[config.mk]
export PLATFORM = sky130hd
export DESIGN_NAME = tmr_regdec
export DESIGN_NICKNAME = d
export VERILOG_FILES = /design/src/rtl/tmr_regdec_pkg.sv /design/src/rtl/tmr_regdec_map.sv /design/src/rtl/tmr_regdec_ctl.sv /design/src/rtl/tmr_regdec_rd.sv /design/src/rtl/tmr_regdec.sv
export SDC_FILE = /design/constraint.sdc
export NUM_CORES = 1
export LEC_CHECK = 0
export BUFFER_PORTS_ARGS = -buffer_cell sky130_fd_sc_hd__buf_4
export CELL_PAD_IN_SITES_DETAIL_PLACEMENT = 1
export CELL_PAD_IN_SITES_GLOBAL_PLACEMENT = 2
export CORE_MARGIN = 1
export CORE_UTILIZATION = 23
export DETAILED_ROUTE_END_ITERATION = 12
export GPL_ROUTABILITY_DRIVEN = 1
export PLACE_DENSITY = 0.83
export SLEW_MARGIN = 20
export SYNTH_ARGS = -nofsm -noshare
export SYNTH_HDL_FRONTEND = slang
export SYNTH_HIERARCHICAL = 1
export SYNTH_SLANG_ARGS = --single-unit
[constraint.sdc]
create_clock -name clk -period 4.64 [get_ports clk]
set_input_delay 0.464 -clock clk [delete_from_list [all_inputs] [get_ports clk]]
set_output_delay 0.464 -clock clk [all_outputs]
set_load 0.05 [all_outputs]
[src/rtl/tmr_regdec_pkg.sv]
package tmr_regdec_pkg;

   typedef enum logic [2:0] {
      RG_OCTL  = 3'd0,
      RG_START = 3'd1,
      RG_CH0   = 3'd2,
      RG_CH1   = 3'd3,
      RG_CH2   = 3'd4,
      RG_BAD   = 3'd5
   } region_t;

   localparam int OFS_OCTL  = 'h00;
   localparam int OFS_START = 'h04;
   localparam int BASE_CH0  = 'h08;
   localparam int BASE_CH1  = 'h14;
   localparam int BASE_CH2  = 'h20;
   localparam int WIN_END   = 'h30;

endpackage

[src/rtl/tmr_regdec_map.sv]
module tmr_regdec_map
   import tmr_regdec_pkg::*;
#(
   parameter int ADDR_W     = 6,
   parameter int LOC_W      = 4,
   parameter bit HAS_CH2    = 1'b1,
   parameter bit HAS_OUTCTL = 1'b1
) (
   input  logic              valid,
   input  logic              write,
   input  logic [ADDR_W-1:0] addr,
   input  logic              wbit2,
   output region_t           region,
   output logic [LOC_W-1:0]  loc,
   output logic              bad
);

   logic [ADDR_W-1:0] diff;

   always_comb begin
      region = RG_BAD;
      diff   = '0;
      if (addr == ADDR_W'(OFS_OCTL)) begin
         region = HAS_OUTCTL ? RG_OCTL : RG_BAD;
      end else if (addr == ADDR_W'(OFS_START)) begin
         region = RG_START;
      end else if (addr >= ADDR_W'(BASE_CH0) && addr < ADDR_W'(BASE_CH1)) begin
         region = RG_CH0;
         diff   = addr - ADDR_W'(BASE_CH0);
      end else if (addr >= ADDR_W'(BASE_CH1) && addr < ADDR_W'(BASE_CH2)) begin
         region = RG_CH1;
         diff   = addr - ADDR_W'(BASE_CH1);
      end else if (addr >= ADDR_W'(BASE_CH2) && addr < ADDR_W'(WIN_END)) begin
         region = HAS_CH2 ? RG_CH2 : RG_BAD;
         diff   = addr - ADDR_W'(BASE_CH2);
      end
   end

   assign loc = diff[LOC_W-1:0];

   assign bad = valid && ((region == RG_BAD) ||
                          (!HAS_CH2 && region == RG_START && write && wbit2));

endmodule

[src/rtl/tmr_regdec_ctl.sv]
module tmr_regdec_ctl #(
   parameter int DATA_W     = 32,
   parameter int NCH        = 3,
   parameter int OUTCTL_W   = 8,
   parameter bit HAS_OUTCTL = 1'b1
) (
   input  logic                clk,
   input  logic                rst_n,
   input  logic                we_start,
   input  logic                we_octl,
   input  logic [DATA_W-1:0]   wdata,
   output logic [NCH-1:0]      start_q,
   output logic [OUTCTL_W-1:0] octl_q
);

   always_ff @(posedge clk or negedge rst_n) begin
      if (!rst_n)        start_q <= '0;
      else if (we_start) start_q <= wdata[NCH-1:0];
   end

   generate
      if (HAS_OUTCTL) begin : g_octl
         logic [OUTCTL_W-1:0] octl_r;
         always_ff @(posedge clk or negedge rst_n) begin
            if (!rst_n)       octl_r <= '0;
            else if (we_octl) octl_r <= wdata[OUTCTL_W-1:0];
         end
         assign octl_q = octl_r;
      end else begin : g_no_octl
         logic unused_we;
         assign unused_we = we_octl;
         assign octl_q    = '0;
      end
   endgenerate

endmodule

[src/rtl/tmr_regdec_rd.sv]
module tmr_regdec_rd
   import tmr_regdec_pkg::*;
#(
   parameter int DATA_W   = 32,
   parameter int NCH      = 3,
   parameter int OUTCTL_W = 8
) (
   input  logic                  clk,
   input  logic                  rst_n,
   input  logic                  rd_en,
   input  logic                  bad,
   input  region_t               region,
   input  logic [NCH-1:0]        start_q,
   input  logic [OUTCTL_W-1:0]   octl_q,
   input  logic [NCH*DATA_W-1:0] ch_rdata,
   output logic [DATA_W-1:0]     rdata,
   output logic                  err
);

   logic [DATA_W-1:0] mux;

   always_comb begin
      mux = '0;
      case (region)
         RG_OCTL:  mux = DATA_W'(octl_q);
         RG_START: mux = DATA_W'(start_q);
         RG_CH0:   mux = ch_rdata[0 +: DATA_W];
         RG_CH1:   mux = ch_rdata[DATA_W +: DATA_W];
         RG_CH2:   if (NCH > 2) mux = ch_rdata[(NCH-1)*DATA_W +: DATA_W];
         default:  mux = '0;
      endcase
   end

   always_ff @(posedge clk or negedge rst_n) begin
      if (!rst_n) begin
         rdata <= '0;
         err   <= 1'b0;
      end else begin
         rdata <= rd_en ? mux : '0;
         err   <= bad;
      end
   end

endmodule

[src/rtl/tmr_regdec.sv]
module tmr_regdec
   import tmr_regdec_pkg::*;
#(
   parameter int ADDR_W     = 6,
   parameter int DATA_W     = 32,
   parameter int LOC_W      = 4,
   parameter int OUTCTL_W   = 8,
   parameter bit HAS_CH2    = 1'b1,
   parameter bit HAS_OUTCTL = 1'b1,
   localparam int NCH       = HAS_CH2 ? 3 : 2
) (
   input  logic                  clk,
   input  logic                  rst_n,
   input  logic                  bus_valid,
   input  logic                  bus_write,
   input  logic [ADDR_W-1:0]     bus_addr,
   input  logic [DATA_W-1:0]     bus_wdata,
   output logic [DATA_W-1:0]     bus_rdata,
   output logic                  bus_err,
   output logic [NCH-1:0]        ch_sel,
   output logic                  ch_write,
   output logic [LOC_W-1:0]      ch_addr,
   output logic [DATA_W-1:0]     ch_wdata,
   input  logic [NCH*DATA_W-1:0] ch_rdata,
   output logic [NCH-1:0]        ch_enable,
   output logic [OUTCTL_W-1:0]   out_ctl
);

   generate
      if (ADDR_W < 6)          begin : g_bad_aw  $error("ADDR_W must cover the 0x30 window"); end
      if (LOC_W < 4)           begin : g_bad_lw  $error("LOC_W must cover a 16-byte group"); end
      if (DATA_W < OUTCTL_W)   begin : g_bad_ow  $error("OUTCTL_W exceeds DATA_W"); end
      if (DATA_W < 3)          begin : g_bad_dw  $error("DATA_W too narrow for start bits"); end
   endgenerate

   region_t region;
   logic    bad;
   logic    wr_ok;

   tmr_regdec_map #(
      .ADDR_W(ADDR_W), .LOC_W(LOC_W), .HAS_CH2(HAS_CH2), .HAS_OUTCTL(HAS_OUTCTL)
   ) u_map (
      .valid(bus_valid), .write(bus_write), .addr(bus_addr), .wbit2(bus_wdata[2]),
      .region(region), .loc(ch_addr), .bad(bad)
   );

   assign wr_ok = bus_valid && bus_write;

   tmr_regdec_ctl #(
      .DATA_W(DATA_W), .NCH(NCH), .OUTCTL_W(OUTCTL_W), .HAS_OUTCTL(HAS_OUTCTL)
   ) u_ctl (
      .clk(clk), .rst_n(rst_n),
      .we_start(wr_ok && region == RG_START),
      .we_octl(wr_ok && region == RG_OCTL),
      .wdata(bus_wdata), .start_q(ch_enable), .octl_q(out_ctl)
   );

   tmr_regdec_rd #(
      .DATA_W(DATA_W), .NCH(NCH), .OUTCTL_W(OUTCTL_W)
   ) u_rd (
      .clk(clk), .rst_n(rst_n), .rd_en(bus_valid && !bus_write), .bad(bad),
      .region(region), .start_q(ch_enable), .octl_q(out_ctl),
      .ch_rdata(ch_rdata), .rdata(bus_rdata), .err(bus_err)
   );

   genvar gi;
   generate
      for (gi = 0; gi < NCH; gi++) begin : g_sel
         assign ch_sel[gi] = bus_valid && (region == region_t'(int'(RG_CH0) + gi));
      end
   endgenerate

   assign ch_write = bus_write;
   assign ch_wdata = bus_wdata;

endmodule

* Word-level counts from Yosys, hierarchy flattened
Index checks and enable logic that the tools add are counted.
Word-level totals: input port bits 138, register bits 44
Cells by class: magnitude comparators 6, reductions and logical operators 14, eq/ne operators 6, multiplexer cells 12, $add $sub $neg 3
Operators by type and width (count):
- $pmux 32 s5 | 1
- $mux 32 | 1
- $mux 4 | 5
- $lt 6x6->1 const B | 2
- $mux 3 | 4
- $logic_and 1x1->1 | 11
- $eq 3x2->1 const B | 2
- $eq 3x3->1 const B | 2
- $eq 6x3->1 const B | 1
- $ge 6x4->1 const B | 1
- $ge 6x5->1 const B | 1
- $ge 6x6->1 const B | 1
- $logic_not 6->1 | 1
- $lt 6x5->1 const B | 1
- $sub 4x1->4 const B | 1
- $sub 4x3->4 const B | 1
- $sub 4x4->4 const B | 1
- $eq 3x1->1 const B | 1
- $logic_not 3->1 | 1
- $logic_not 1->1 | 1
- $mux 1 | 1

* Longest topological paths before layout
Gate-level depths: netlist (run 1).
word-level depth 10, depth in mapped cells 11, depth with buffers taken out 8

* Hierarchy
The synthesis (run 1) kept the hierarchy.
By module, submodules not included:
- tmr_regdec_rd | cells an instance 169, instances 1, area an instance 1893.1 um^2, sequential area each 825.8 um^2
- tmr_regdec_ctl | cells an instance 23, instances 1, area an instance 440.4 um^2, sequential area each 275.3 um^2
- tmr_regdec | cells an instance 41, instances 1, area an instance 309.0 um^2, sequential area each 0.0 um^2
- tmr_regdec_map | cells an instance 40, instances 1, area an instance 282.8 um^2, sequential area each 0.0 um^2

* Worst setup path before layout (run 1)
No wires, ideal clock.
kind input to output, from input port bus_addr[2], to output port ch_addr[3], data arrival time 2373 ps, stages 5, path slack 1803 ps, data required time 4176 ps, cell sequence inv_1 -> ha_1 -> or2_1 -> and2_1 -> a211oi_1
Between the ends: cells in the longest elaborated chain, start to end 7, elaborated cells on any way between the ends 19, classes of those cells add/sub: 3; order compare: 6; eq/ne: 1; mux: 5; reduce/logical: 4
RTL lines:
- start, declared | line tmr_regdec.sv:16 | input logic [ADDR_W-1:0] bus_addr,
- $ge 6x6->1 or $lt 6x6->1 (tied branches) | line tmr_regdec_map.sv:33 | end else if (addr >= ADDR_W'(BASE_CH2) && addr < ADDR_W'(WIN_END)) begin
- $logic_and 1x1->1 | line tmr_regdec_map.sv:33
- $mux 4 | line tmr_regdec_map.sv:33
- $mux 4 | line tmr_regdec_map.sv:30 | end else if (addr >= ADDR_W'(BASE_CH1) && addr < ADDR_W'(BASE_CH2)) begin
- $mux 4 | line tmr_regdec_map.sv:27 | end else if (addr >= ADDR_W'(BASE_CH0) && addr < ADDR_W'(BASE_CH1)) begin
- $mux 4 | line tmr_regdec_map.sv:25 | end else if (addr == ADDR_W'(OFS_START)) begin
- $mux 4 (*) | line tmr_regdec_map.sv:23 | if (addr == ADDR_W'(OFS_OCTL)) begin
- end, declared | line tmr_regdec.sv:22 | output logic [LOC_W-1:0] ch_addr,
Mark *: on every way between the ends. The rest lies on a longest branch, timed or not.

* Final worst setup path (run 1)
from input port bus_addr[2], to output port ch_sel[2]
Between the ends: elaborated cells on any way between the ends 18, classes of those cells order compare: 6; eq/ne: 2; mux: 5; reduce/logical: 5
RTL lines:
- $ge 6x5->1 or $lt 6x6->1 (tied branches) | line tmr_regdec_map.sv:30
- $logic_and 1x1->1 | line tmr_regdec_map.sv:30
- $mux 3 | line tmr_regdec_map.sv:30
- $mux 3 | line tmr_regdec_map.sv:27
- $mux 3 | line tmr_regdec_map.sv:25
- $mux 3 (*) | line tmr_regdec_map.sv:23
- via region[1] | line tmr_regdec.sv:36 | region_t region;
- $eq 3x3->1 (*) | line tmr_regdec.sv:69 | assign ch_sel[gi] = bus_valid && (region == region_t'(int'(RG_CH0) + gi));
- $logic_and 1x1->1 (*) | line tmr_regdec.sv:69
- end, declared | line tmr_regdec.sv:20 | output logic [NCH-1:0] ch_sel,
Mark *: on every way through the listed nets, which the timed path passes. The rest lies on a longest branch.

==> run_results.csv, run 1 <==
group,metric,value,unit
timing,fin_crit_sh,68.47,%
layout,antenna-diode-count,0,
worst_setup_path,cp-end-kind,"output pin",
timing,clock_skew,0.002744,ns
worst_setup_path,critical_path_arrival,2.71,ns
cts,cts_buffers,5,
synthesis,synth_area,2925,sq um
route,firstDrtPassIters,4,
route,via_per_inst,4.425,
floorplanning,ios,222,
cts,root_buffer,"clkbuf_16",
worst_setup_path,reg2reg_to,"u_rd/rdata[2]",
cts,path_clk_slew,0.06,ns
floorplanning,start_util,23.95,%
route,top_layer_used,"met4",
timing,drv_slew,0,
placed_design,gp_routability_congestion,0.8739,
layout,drive_gt1_share,57.39,%
synthesis,yosysSeqAreaShare,37.64,%
cts,tritoncts,"done",
worst_setup_path,critPathRequiredTime,4.18,ns
timing,slew_headroom,28.49,%
grt,grt_max_degree,45,
route,num_vias,2540,
layout,multiInputGateArea,1408,sq um
floorplanning,fp.dieArea,13170,sq um
worst_setup_path,start_kind,"primary input",
layout,seqCellArea,1101,sq um
synthesis,synth_seq_cells,44,
worst_setup_path,rrSetupSlack,3.59,ns
timing,fmax,314.8,MHz
route,dr_wl_met3,852,um
cts,cts.sinks,44,
pwr,fin_total_pwr,1.356,mW
min_path,hp-class,"primary input to asynchronous set/reset pin",
grt,antenna_found_initial,0,
route,drt_iter0_drc,96,
layout,syn_to_final_growth,44.74,%
grt,grtUsageTotal,14.00,%
route,post_drt_wl_per_cell,16.60,um
placed_design,place_ws,1.120,ns
layout,fillCellCount,1418,
pwr,p_leak,2.061,nW
cts,clk-insertion-delay-late,0.28,ns
route,wl_met1,3.718,mm
cts,cts_buffer_depth,2,
route,drc_errors,0,
placed_design,io_buffers,173,
cts,post_cts_buffers,0,
worst_setup_path,startpoint,"bus_addr[2]",
placed_design,dpl.hpwl,7.453,mm
synthesis,netlist_instances,273,
layout,fin_nets,546,
flow_run,drv.max_cap_violation_count,0,
floorplanning,dieWidth,114.8,um
cts,cts_hold_buf,0,
pwr,vdd.ir_drop.worst,0.1781,mV
route,routed_wirelength,9.526,mm
pwr,powerDensity,320.4,nW/um^2
floorplanning,core.rowCount,40,
worst_setup_path,r2r_cells,3,
route,ant_nets,0,
worst_setup_path,r2r-start,"u_ctl/octl_q[2]",
grt,overflow,0,
timing,setup_viol,0,
floorplanning,coreArea,12210,sq um
timing,finalHoldViolations,0,
timing,rsz0062_at_grt,"no",
synthesis,ys_warn_count,6,
timing,fin_crit,3.177,ns
timing,worst_pin_slew,1.071,ns
grt,grt_pass1_vias,2703,
floorplanning,fp.dieH,114.8,um
synthesis,ys_types,45,
layout,fin_util,34.67,%
worst_setup_path,cp_max_fo,9,
grt,grt_first_pass_wirelength,14.03,mm
synthesis,syn-num-nets,414,
synthesis,syn_area_per_cell,10.72,sq um
cts,htreeDepth,2,
cts,cts_resized,0,
run_status,status,"complete, no violations",
route,met2_length,4.856,mm
timing,setup_tns,0,ns
worst_setup_path,critPathKind,"primary input to output pin",
timing,setup_slack,1.463,ns
==> registers in the layout, summed over array words and instances, names as in the netlist <==
register / count
u_rd/rdata: 32
u_ctl/octl_q: 8
u_ctl/start_q: 3
u_rd/err: 1
==> synthesized netlist by cell type (all sizes together) <==
master / number / share of area (%)
or2: 2 / 0.51
a32oi: 1 / 0.30
nor3b: 1 / 0.64
and4b: 1 / 0.34
mux2: 38 / 16
nor3: 1 / 0.17
a2111oi: 1 / 0.51
and3: 4 / 0.86
o32ai: 1 / 0.30
nand2b: 3 / 0.73
nor4b: 5 / 1.5
a21o: 3 / 0.77
o22ai: 1 / 0.21
nor2: 31 / 4.0
a2bb2oi: 1 / 0.30
a22oi: 23 / 6.2
xnor2: 1 / 0.30
and2: 4 / 0.86
o21ai: 1 / 0.17
o22a: 4 / 1.2
a211oi: 4 / 1.0
and3b: 1 / 0.30
nor4: 1 / 0.21
a21oi: 10 / 1.7
nand3b: 6 / 1.5
nand2: 1 / 0.13
o21ba: 1 / 0.34
or3b: 1 / 0.30
dfrtp: 44 / 38
buf: 48 / 12
inv: 6 / 0.77
clkbuf: 4 / 1.5
mux2i: 10 / 3.4
a211o: 1 / 0.30
nor4bb: 1 / 0.34
ha: 3 / 1.3
nor2b: 4 / 1.1
==> worst max path at each step <==
stage | to | slack [ns] | depth (start not counted)
final | ch_sel[2] | 1.46 | 10
after global routing | u_rd/rdata[20] | 1.24 | 9
after CTS | u_rd/rdata[20] | 1.42 | 9
after detailed placement | u_rd/rdata[20] | 1.12 | 9
after global placement | u_rd/rdata[20] | 1.26 | 9
after floorplan | ch_addr[3] | 1.80 | 5
==> routing by layer <==
layer | global-route usage, % | up-vias
li1 | - | 1201
met1 | 15.23 | 1203
met2 | 26.67 | 123
met3 | 3.848 | 13
met4 | 3.550 | 0
met5 | 0 | -
==> worst max-delay path, stage by stage <==
cell     delay (ns)
buf_4          0.12
inv_1          0.11
ha_1           0.20
or3b_1         0.40
a21oi_1        0.15
nor2b_1        0.52
buf_4          0.28
nor2_1         0.07
and3_1         0.20
buf_4          0.18
==> cell usage in the layout (no fill, tap or decap), types with 2 or more instances in the layout <==
master,n
o22a_1,4
mux2_4,8
dfrtp_1,44
a21oi_1,9
a22oi_2,2
and3_1,4
clkbuf_16,5
nor2_1,31
nor2b_1,2
buf_4,177
nand2b_1,2
a22oi_1,21
nor4b_1,5
ha_1,3
and2_1,4
a211oi_1,4
inv_1,6
mux2i_1,10
a21o_1,3
nand3b_1,6
mux2_2,30
==> kinds of logic after synthesis <==
kind of cell | Yosys count | synth area share, %
xor+xnor | 1 | 0.2995
compound gates | 52 | 13.39
simple gates | 67 | 13.52
mux | 48 | 19.08
flops | 44 | 37.64
fa+ha+maj | 3 | 1.283
buf+inv | 58 | 14.80
==> stage by stage <==
| step | std cells | area, sq um | hold WS [ns] |
|---|---|---|---|
| 6_report | 574 | 4234 | 0.1756 |
| 5_1_grt | 574 | 4234 | 0.2275 |
| 4_1_cts | 574 | 4232 | 0.2070 |
| 3_5_place_dp | 566 | 4068 | 0.5166 |
| 3_3_place_gp | 566 | 4068 | 0.4976 |
| 2_1_floorplan | 273 | 2925 | 0.1684 |
==> area by class of cell <==
class	instances	area share, %
clock buffers	6	3.044
multi-input cells	171	33.24
repair buffers	177	31.38
well taps	168	4.965
flip-flops and latches	44	26.00
clock inverters	2	0.8274
inverters	6	0.5319
==> power breakdown <==
part	internal, mW	total (mW)	switching (mW)
Combinational	0.218	0.507	0.289
Clock	0.253	0.399	0.145
Sequential	0.420	0.451	0.0309
Total	0.891	1.36	0.465
Power figures use the tool's default switching activity.
==> inputs of run 2 (changes only) <==
--- a/config.mk
+++ b/config.mk
@@ -5,14 +5,15 @@
 export SDC_FILE = /design/constraint.sdc
 export NUM_CORES = 1
 export LEC_CHECK = 0
+export ABC_AREA = 1
 export BUFFER_PORTS_ARGS = -buffer_cell sky130_fd_sc_hd__buf_4
 export CELL_PAD_IN_SITES_DETAIL_PLACEMENT = 1
 export CELL_PAD_IN_SITES_GLOBAL_PLACEMENT = 2
 export CORE_MARGIN = 1
-export CORE_UTILIZATION = 23
+export CORE_UTILIZATION = 18
 export DETAILED_ROUTE_END_ITERATION = 12
 export GPL_ROUTABILITY_DRIVEN = 1
-export PLACE_DENSITY = 0.83
+export PLACE_DENSITY = 0.76
 export SLEW_MARGIN = 20
 export SYNTH_ARGS = -nofsm -noshare
 export SYNTH_HDL_FRONTEND = slang
==> constraint.sdc (replaced) <==
create_clock -name clk -period 2.9 [get_ports clk]
set_input_delay 0.29 -clock clk [delete_from_list [all_inputs] [get_ports clk]]
set_output_delay 0.29 -clock clk [all_outputs]
set_load 0.05 [all_outputs]
==> run_results.csv, run 2 <==
group,metric,value,unit
synthesis,yosysTopAreaCell,"dfrtp_1",
timing,holdWs,0.01090,ns
route,ant_nets,0,
worst_setup_path,start_kind,"primary input",
worst_setup_path,critPathKind,"primary input to output pin",
route,num_vias,3211,
route,drt_iter0_drc,61,
cts,cts_buffer_depth,2,
worst_setup_path,reg2reg_to,"u_rd/rdata[1]",
synthesis,async_reset_ff_share,100.0,%
cts,htreeDepth,2,
timing,setup_tns,0,ns
cts,cts_buffers,5,
synthesis,yosysSeqAreaShare,35.80,%
grt,grt_pass1_vias,3443,
layout,largest_reg_flops,32,
synthesis,synth_common_cells,"100 x nor2_1, 67 x inv_1, 62 x nand2_1",
timing,slew_headroom,60.14,%
synthesis,yosys_most_used_dff,"dfrtp_1",
worst_setup_path,cp-end-kind,"output pin",
synthesis,yosysMostFrequentCell,"nor2_1",
worst_setup_path,critical_path_arrival,2.00,ns
timing,finalHoldViolations,0,
layout,layout_common_cells,"178 x buf_4, 99 x nor2_1, 67 x inv_1, 62 x nand2_1, 44 x dfrtp_1",
floorplanning,core.rowCount,47,
grt,antenna_found_initial,0,
timing,worst_pin_slew,0.5979,ns
synthesis,ys_warn_count,6,
worst_setup_path,r2r-start,"u_ctl/octl_q[1]",
cts,cts_resized,0,
worst_setup_path,cp_max_fo,12,
timing,rsz0062_at_grt,"no",
flow_run,drv.max_cap_violation_count,0,
worst_setup_path,max_stage_delay,0.25,ns
synthesis,synth_area,3075,sq um
floorplanning,coreArea,16640,sq um
floorplanning,start_util,18.48,%
pwr,seqPwrFrac,32.0,%
route,drc_errors,0,
route,via_per_inst,4.034,
placed_design,placedInstanceArea,4313,sq um
worst_setup_path,crit_top_cell,"buf_4",
layout,antenna-diode-count,0,
worst_setup_path,crit_family,"buffers and inverters",
cts,cts.sinks,44,
min_path,hp-class,"primary input to asynchronous set/reset pin",
layout,largest-register,"u_rd/rdata",
timing,clock_skew,0.002203,ns
synthesis,ys_top_cells_by_area,"dfrtp_1 36%, nor2_1 12%, buf_4 8.5%",
floorplanning,fp.dieArea,17610,sq um
pwr,vdd.ir_drop.worst,0.2650,mV
synthesis,syn_area_per_cell,6.958,sq um
route,post_drt_wl_per_cell,13.91,um
worst_setup_path,r2r_cells,4,
placed_design,io_buffers,173,
layout,drive_gt1_share,39.06,%
cts,tritoncts,"done",
cts,path_clk_slew,0.06,ns
grt,grt_max_degree,45,
route,firstDrtPassIters,4,
layout,final_common_cell,"buf_4",
layout,final-instance-count-excl-fill,796,
pwr,pwr-share-clk,30.8,%
grt,overflow,0,
synthesis,syn-num-nets,583,
floorplanning,dieWidth,132.7,um
synthesis,synth_seq_cells,44,
timing,drv_slew,0,
grt,grtUsageTotal,12.76,%
worst_setup_path,critPathRequiredTime,2.61,ns
grt,grt_first_pass_wirelength,17.64,mm
layout,fillCellCount,2056,
route,routed_wirelength,11.07,mm
timing,fin_crit_sh,78.84,%
synthesis,netlist_instances,442,
timing,fin_crit,2.286,ns
layout,design_area,4496,sq um
pwr,netSwitchingFraction,37.65,%
cts,root_buffer,"clkbuf_16",
worst_setup_path,crit_slowest_cell,"ha_1",
pwr,switchingPower,857.1,uW
pwr,p_int,1.420,mW
timing,fmax,437.4,MHz
floorplanning,ios,222,
synthesis,synth_edf_count,0,
pwr,comb_power_share,37.2,%
synthesis,yosysTopAreaCellShare,35.80,%
cts,cts_hold_buf,0,
worst_setup_path,path_buf_inv,5,
worst_setup_path,crit_chain,"buf_4, inv_1, ha_1, inv_2, a21oi_2, nand2_4, a21oi_1, buf_4, nand3_1, nor2_1, buf_4",
placed_design,dpl.cell_count,788,
run_status,status,"complete, no violations",
layout,syn_to_final_growth,46.18,%
cts,clk-insertion-delay-late,0.28,ns
cts,post_cts_buffers,0,
timing,setup_viol,0,
worst_setup_path,rrSetupSlack,2.00,ns
synthesis,ys_types,25,
pwr,p_leak,2.511,nW
pwr,powerDensity,506.4,nW/um^2
layout,fin_nets,716,
placed_design,dpl.hpwl,8.685,mm
placed_design,gp_routability_congestion,0.8184,
floorplanning,fp.dieH,132.7,um
-- run 2: changes by cell type in the layout (fill, tap and decap cells not counted), sizes merged, moves of 5 or more --
cell | before | now
nand3b | 6 | 0
nand3 | 0 | 44
a22oi | 23 | 0
nand2 | 1 | 69
nand4 | 0 | 10
inv | 6 | 77
o21ai | 1 | 31
nor2 | 31 | 107
a21oi | 10 | 4
mux2i | 10 | 0
nor4b | 5 | 0
mux2 | 38 | 0
-- run 2: through the flow --
step	total power, mW	util (%)	setup slack (ns)
6_report	2.277	27.01	0.6137
5_1_grt	2.407	27.01	0.5019
4_1_cts	2.328	27.01	0.6127
3_5_place_dp	1.604	25.92	0.4305
3_3_place_gp	1.591	25.92	0.5107
2_1_floorplan	1.357	-	0.7135
-- run 2: per-layer routing --
metal | track usage [%] | part of all wire (%) | vias up
li1 | - | - | 1582
met1 | 14.46 | 41 | 1483
met2 | 23.60 | 51 | 117
met3 | 2.567 | 5.6 | 29
met4 | 4.406 | 2.0 | 0
met5 | 0 | 0 | -
-- run 2: layout make-up --
type                            instances  area, sq um  share of cell area (%)
Timing Repair Buffer                  178         1336                   29.72
Multi-Input combinational cell        269         1306                   29.06
Sequential cell                        44         1101                   24.49
Inverter                               77        294.0                   6.540
Tap cell                              220        275.3                   6.123
Clock buffer                            7        152.6                   3.395
Clock inverter                          1        30.03                  0.6680
-- run 2: cells by family (layout without fill, tap and decap cells) --
logic type,Yosys count,count (layout),share of synthesized area [%]
flip-flops,44,44,35.80
AO/OA/AOI/OAI,36,36,7.445
buffers and inverters,129,263,21.97
adder cells (fa/ha/maj),3,3,1.221
AND/OR/NAND/NOR,230,230,33.56
-- run 2: power by group through the flow --
stage               logic [mW]  clock network, mW  registers [mW]
floorplan                0.400                  0           0.958
global placement         0.850                  0           0.742
detailed placement       0.860                  0           0.743
CTS                      0.862              0.734           0.732
global route             0.914              0.751           0.742
finish                   0.846              0.701           0.729
-- run 2: worst max-delay path by stage --
| stage | startpoint | endpoint | slack [ns] | depth (start not counted) |
|---|---|---|---|---|
| final | bus_addr[3] | ch_sel[0] | 0.61 | 11 |
| after CTS | bus_addr[3] | ch_sel[1] | 0.61 | 11 |
| after detailed placement | bus_addr[3] | u_rd/rdata[6] | 0.43 | 12 |
| after floorplan | bus_addr[2] | ch_sel[0] | 0.71 | 8 |
| after global placement | bus_addr[3] | u_rd/rdata[5] | 0.51 | 12 |
| after global routing | bus_addr[3] | ch_sel[1] | 0.50 | 11 |
==> inputs of run 3 (changes only) <==
==> constraint.sdc (replaced) <==
create_clock -name clk -period 2.05 [get_ports clk]
set_input_delay 0.205 -clock clk [delete_from_list [all_inputs] [get_ports clk]]
set_output_delay 0.205 -clock clk [all_outputs]
set_load 0.05 [all_outputs]
==> run_results.csv, run 3 (same netlist as run 2, synthesis figures left out) <==
group,metric,value,unit
run_status,status,"complete, no violations",
timing,setup_slack,0.1253,ns
route,via_per_inst,4.042,
timing,drv_slew,0,
pwr,fin_total_pwr,3.227,mW
cts,tritoncts,"done",
layout,layout_common_cells,"188 x buf_4, 97 x nor2_1, 67 x inv_1, 62 x nand2_1, 44 x dfrtp_1",
layout,fin_nets,734,
worst_setup_path,rrSetupSlack,1.18,ns
grt,grtUsageTotal,12.89,%
floorplanning,ios,222,
worst_setup_path,critical_path_arrival,1.72,ns
grt,antenna_found_initial,0,
min_path,hp-class,"primary input to flop",
floorplanning,core.rowCount,47,
grt,grt_max_degree,45,
timing,fmax,519.6,MHz
floorplanning,fp.dieH,132.7,um
layout,final_common_cell,"buf_4",
floorplanning,start_util,18.48,%
timing,setup_viol,0,
layout,seqCellArea,1101,sq um
cts,clk-insertion-delay-late,0.29,ns
cts,cts_buffer_depth,2,
cts,root_buffer,"clkbuf_16",
placed_design,gp_routability_congestion,0.8331,
timing,finalHoldViolations,0,
route,firstDrtPassIters,4,
route,num_vias,3290,
flow_run,drv.max_cap_violation_count,0,
timing,fin_crit_sh,93.89,%
floorplanning,fp.dieArea,17610,sq um
floorplanning,dieWidth,132.7,um
worst_setup_path,critPathRequiredTime,1.85,ns
timing,setup_tns,0,ns
layout,multiInputGateArea,1336,sq um
worst_setup_path,critPathKind,"primary input to output pin",
pwr,p_leak,2.616,nW
grt,overflow,0,
route,drt_iter0_drc,56,
worst_setup_path,crit_end,"ch_sel[2]",
worst_setup_path,cp_max_fo,4,
timing,worst_pin_slew,0.5822,ns
layout,fin_util,28.34,%
placed_design,dpl.hpwl,8.970,mm
timing,clock_skew,0.002067,ns
worst_setup_path,startpoint,"bus_addr[3]",
worst_setup_path,r2r_cells,4,
cts,htreeDepth,2,
cts,cts_buffers,5,
route,drc_errors,0,
route,post_drt_wl_per_cell,13.58,um
route,routed_wirelength,11.06,mm
pwr,powerDensity,684.2,nW/um^2
layout,largest-register,"u_rd/rdata",
cts,path_clk_slew,0.07,ns
timing,slew_headroom,61.19,%
floorplanning,coreArea,16640,sq um
cts,cts.sinks,44,
worst_setup_path,cp-end-kind,"output pin",
route,ant_nets,0,
placed_design,place_ws,-0.1167,ns
layout,syn_to_final_growth,53.38,%
grt,grt_first_pass_wirelength,18.02,mm
layout,fillCellCount,2038,
timing,fin_crit,1.925,ns
placed_design,io_buffers,173,
pwr,vdd.ir_drop.worst,0.3198,mV
layout,antenna-diode-count,0,
worst_setup_path,start_kind,"primary input",
worst_setup_path,reg2reg_to,"u_rd/rdata[0]",
worst_setup_path,r2r-start,"u_ctl/start_q[0]",
timing,rsz0062_at_grt,"no",
grt,grt_pass1_vias,3452,
layout,drive_gt1_share,41.08,%
layout,largest_reg_flops,32,
[run 3: changes by cell type in the layout (fill, tap and decap cells not counted), moves of 2 or more]
cell      delta
clkbuf_8     -2
buf_12       +5
nor2_1       -2
buf_4       +10
buf_6        +2
[run 3: timing repair]
item                       4_1_cts  5_1_grt
resized for setup                2        7
setup endpoints to repair        3        3
setup buffers                    0        2
hold endpoints to repair        44        0
gates cloned                     0        0
hold buffers                     1        0
[run 3: final cells by class]
class | count | share of cell area (%)
clock buffers | 6 | 2.732
clock inverters | 2 | 0.7427
inverters | 77 | 6.286
multi-input cells | 269 | 28.33
flip-flops and latches | 44 | 23.34
well taps | 220 | 5.836
repair buffers | 196 | 32.73
[run 3: metrics by stage]
| step | cells | area (sq um) | hold WS [ns] |
|---|---|---|---|
| finish | 814 | 4717 | 0.1295 |
| CTS | 812 | 4668 | 0.1260 |
| floorplan | 442 | 3075 | -0.09059 |
| detailed placement | 803 | 4488 | 0.2525 |
| global route | 814 | 4717 | 0.1358 |
| global placement | 803 | 4488 | 0.2511 |
[run 3: worst min path at each step]
stage                 start               to  slack (ns)  depth (start not counted)
2_1_floorplan         rst_n  u_ctl/octl_q[0]       -0.09                          0
3_5_place_dp          rst_n   u_rd/rdata[29]        0.25                          1
5_1_grt        bus_wdata[7]  u_ctl/octl_q[7]        0.14                          3
6_report       bus_wdata[6]  u_ctl/octl_q[6]        0.13                          3
3_3_place_gp          rst_n   u_rd/rdata[29]        0.25                          1
4_1_cts        bus_wdata[4]  u_ctl/octl_q[4]        0.13                          3
[run 3: power by group]
| group | internal, mW | switching [mW] | total [mW] | leakage [nW] |
|---|---|---|---|---|
| combinational | 0.463 | 0.809 | 1.27 | 1.94 |
| clock | 0.574 | 0.346 | 0.920 | 0.0808 |
| sequential | 0.959 | 0.0757 | 1.04 | 0.595 |
| total | 2.00 | 1.23 | 3.23 | 2.62 |
[run 3: routing by layer]
layer  vias up  part of all wire (%)  GRT usage, %  routed length [um]
met4         0                   1.4         3.576                 151
met2       111                    51         23.74                5584
met1      1551                    42         15.03                4694
met5         -                     0             0                   0
met3        21                   5.7         2.567                 626
li1       1607                     -             -                   -
[run 3: worst max-delay path: stages]
cell and delay, ns:
buf_4 0.11, inv_1 0.11, ha_1 0.23, o211ai_2 0.11, inv_1 0.16, a21oi_1 0.06
buf_4 0.16, buf_4 0.13, inv_1 0.06, nand2_1 0.08, nor2_2 0.12, buf_6 0.17
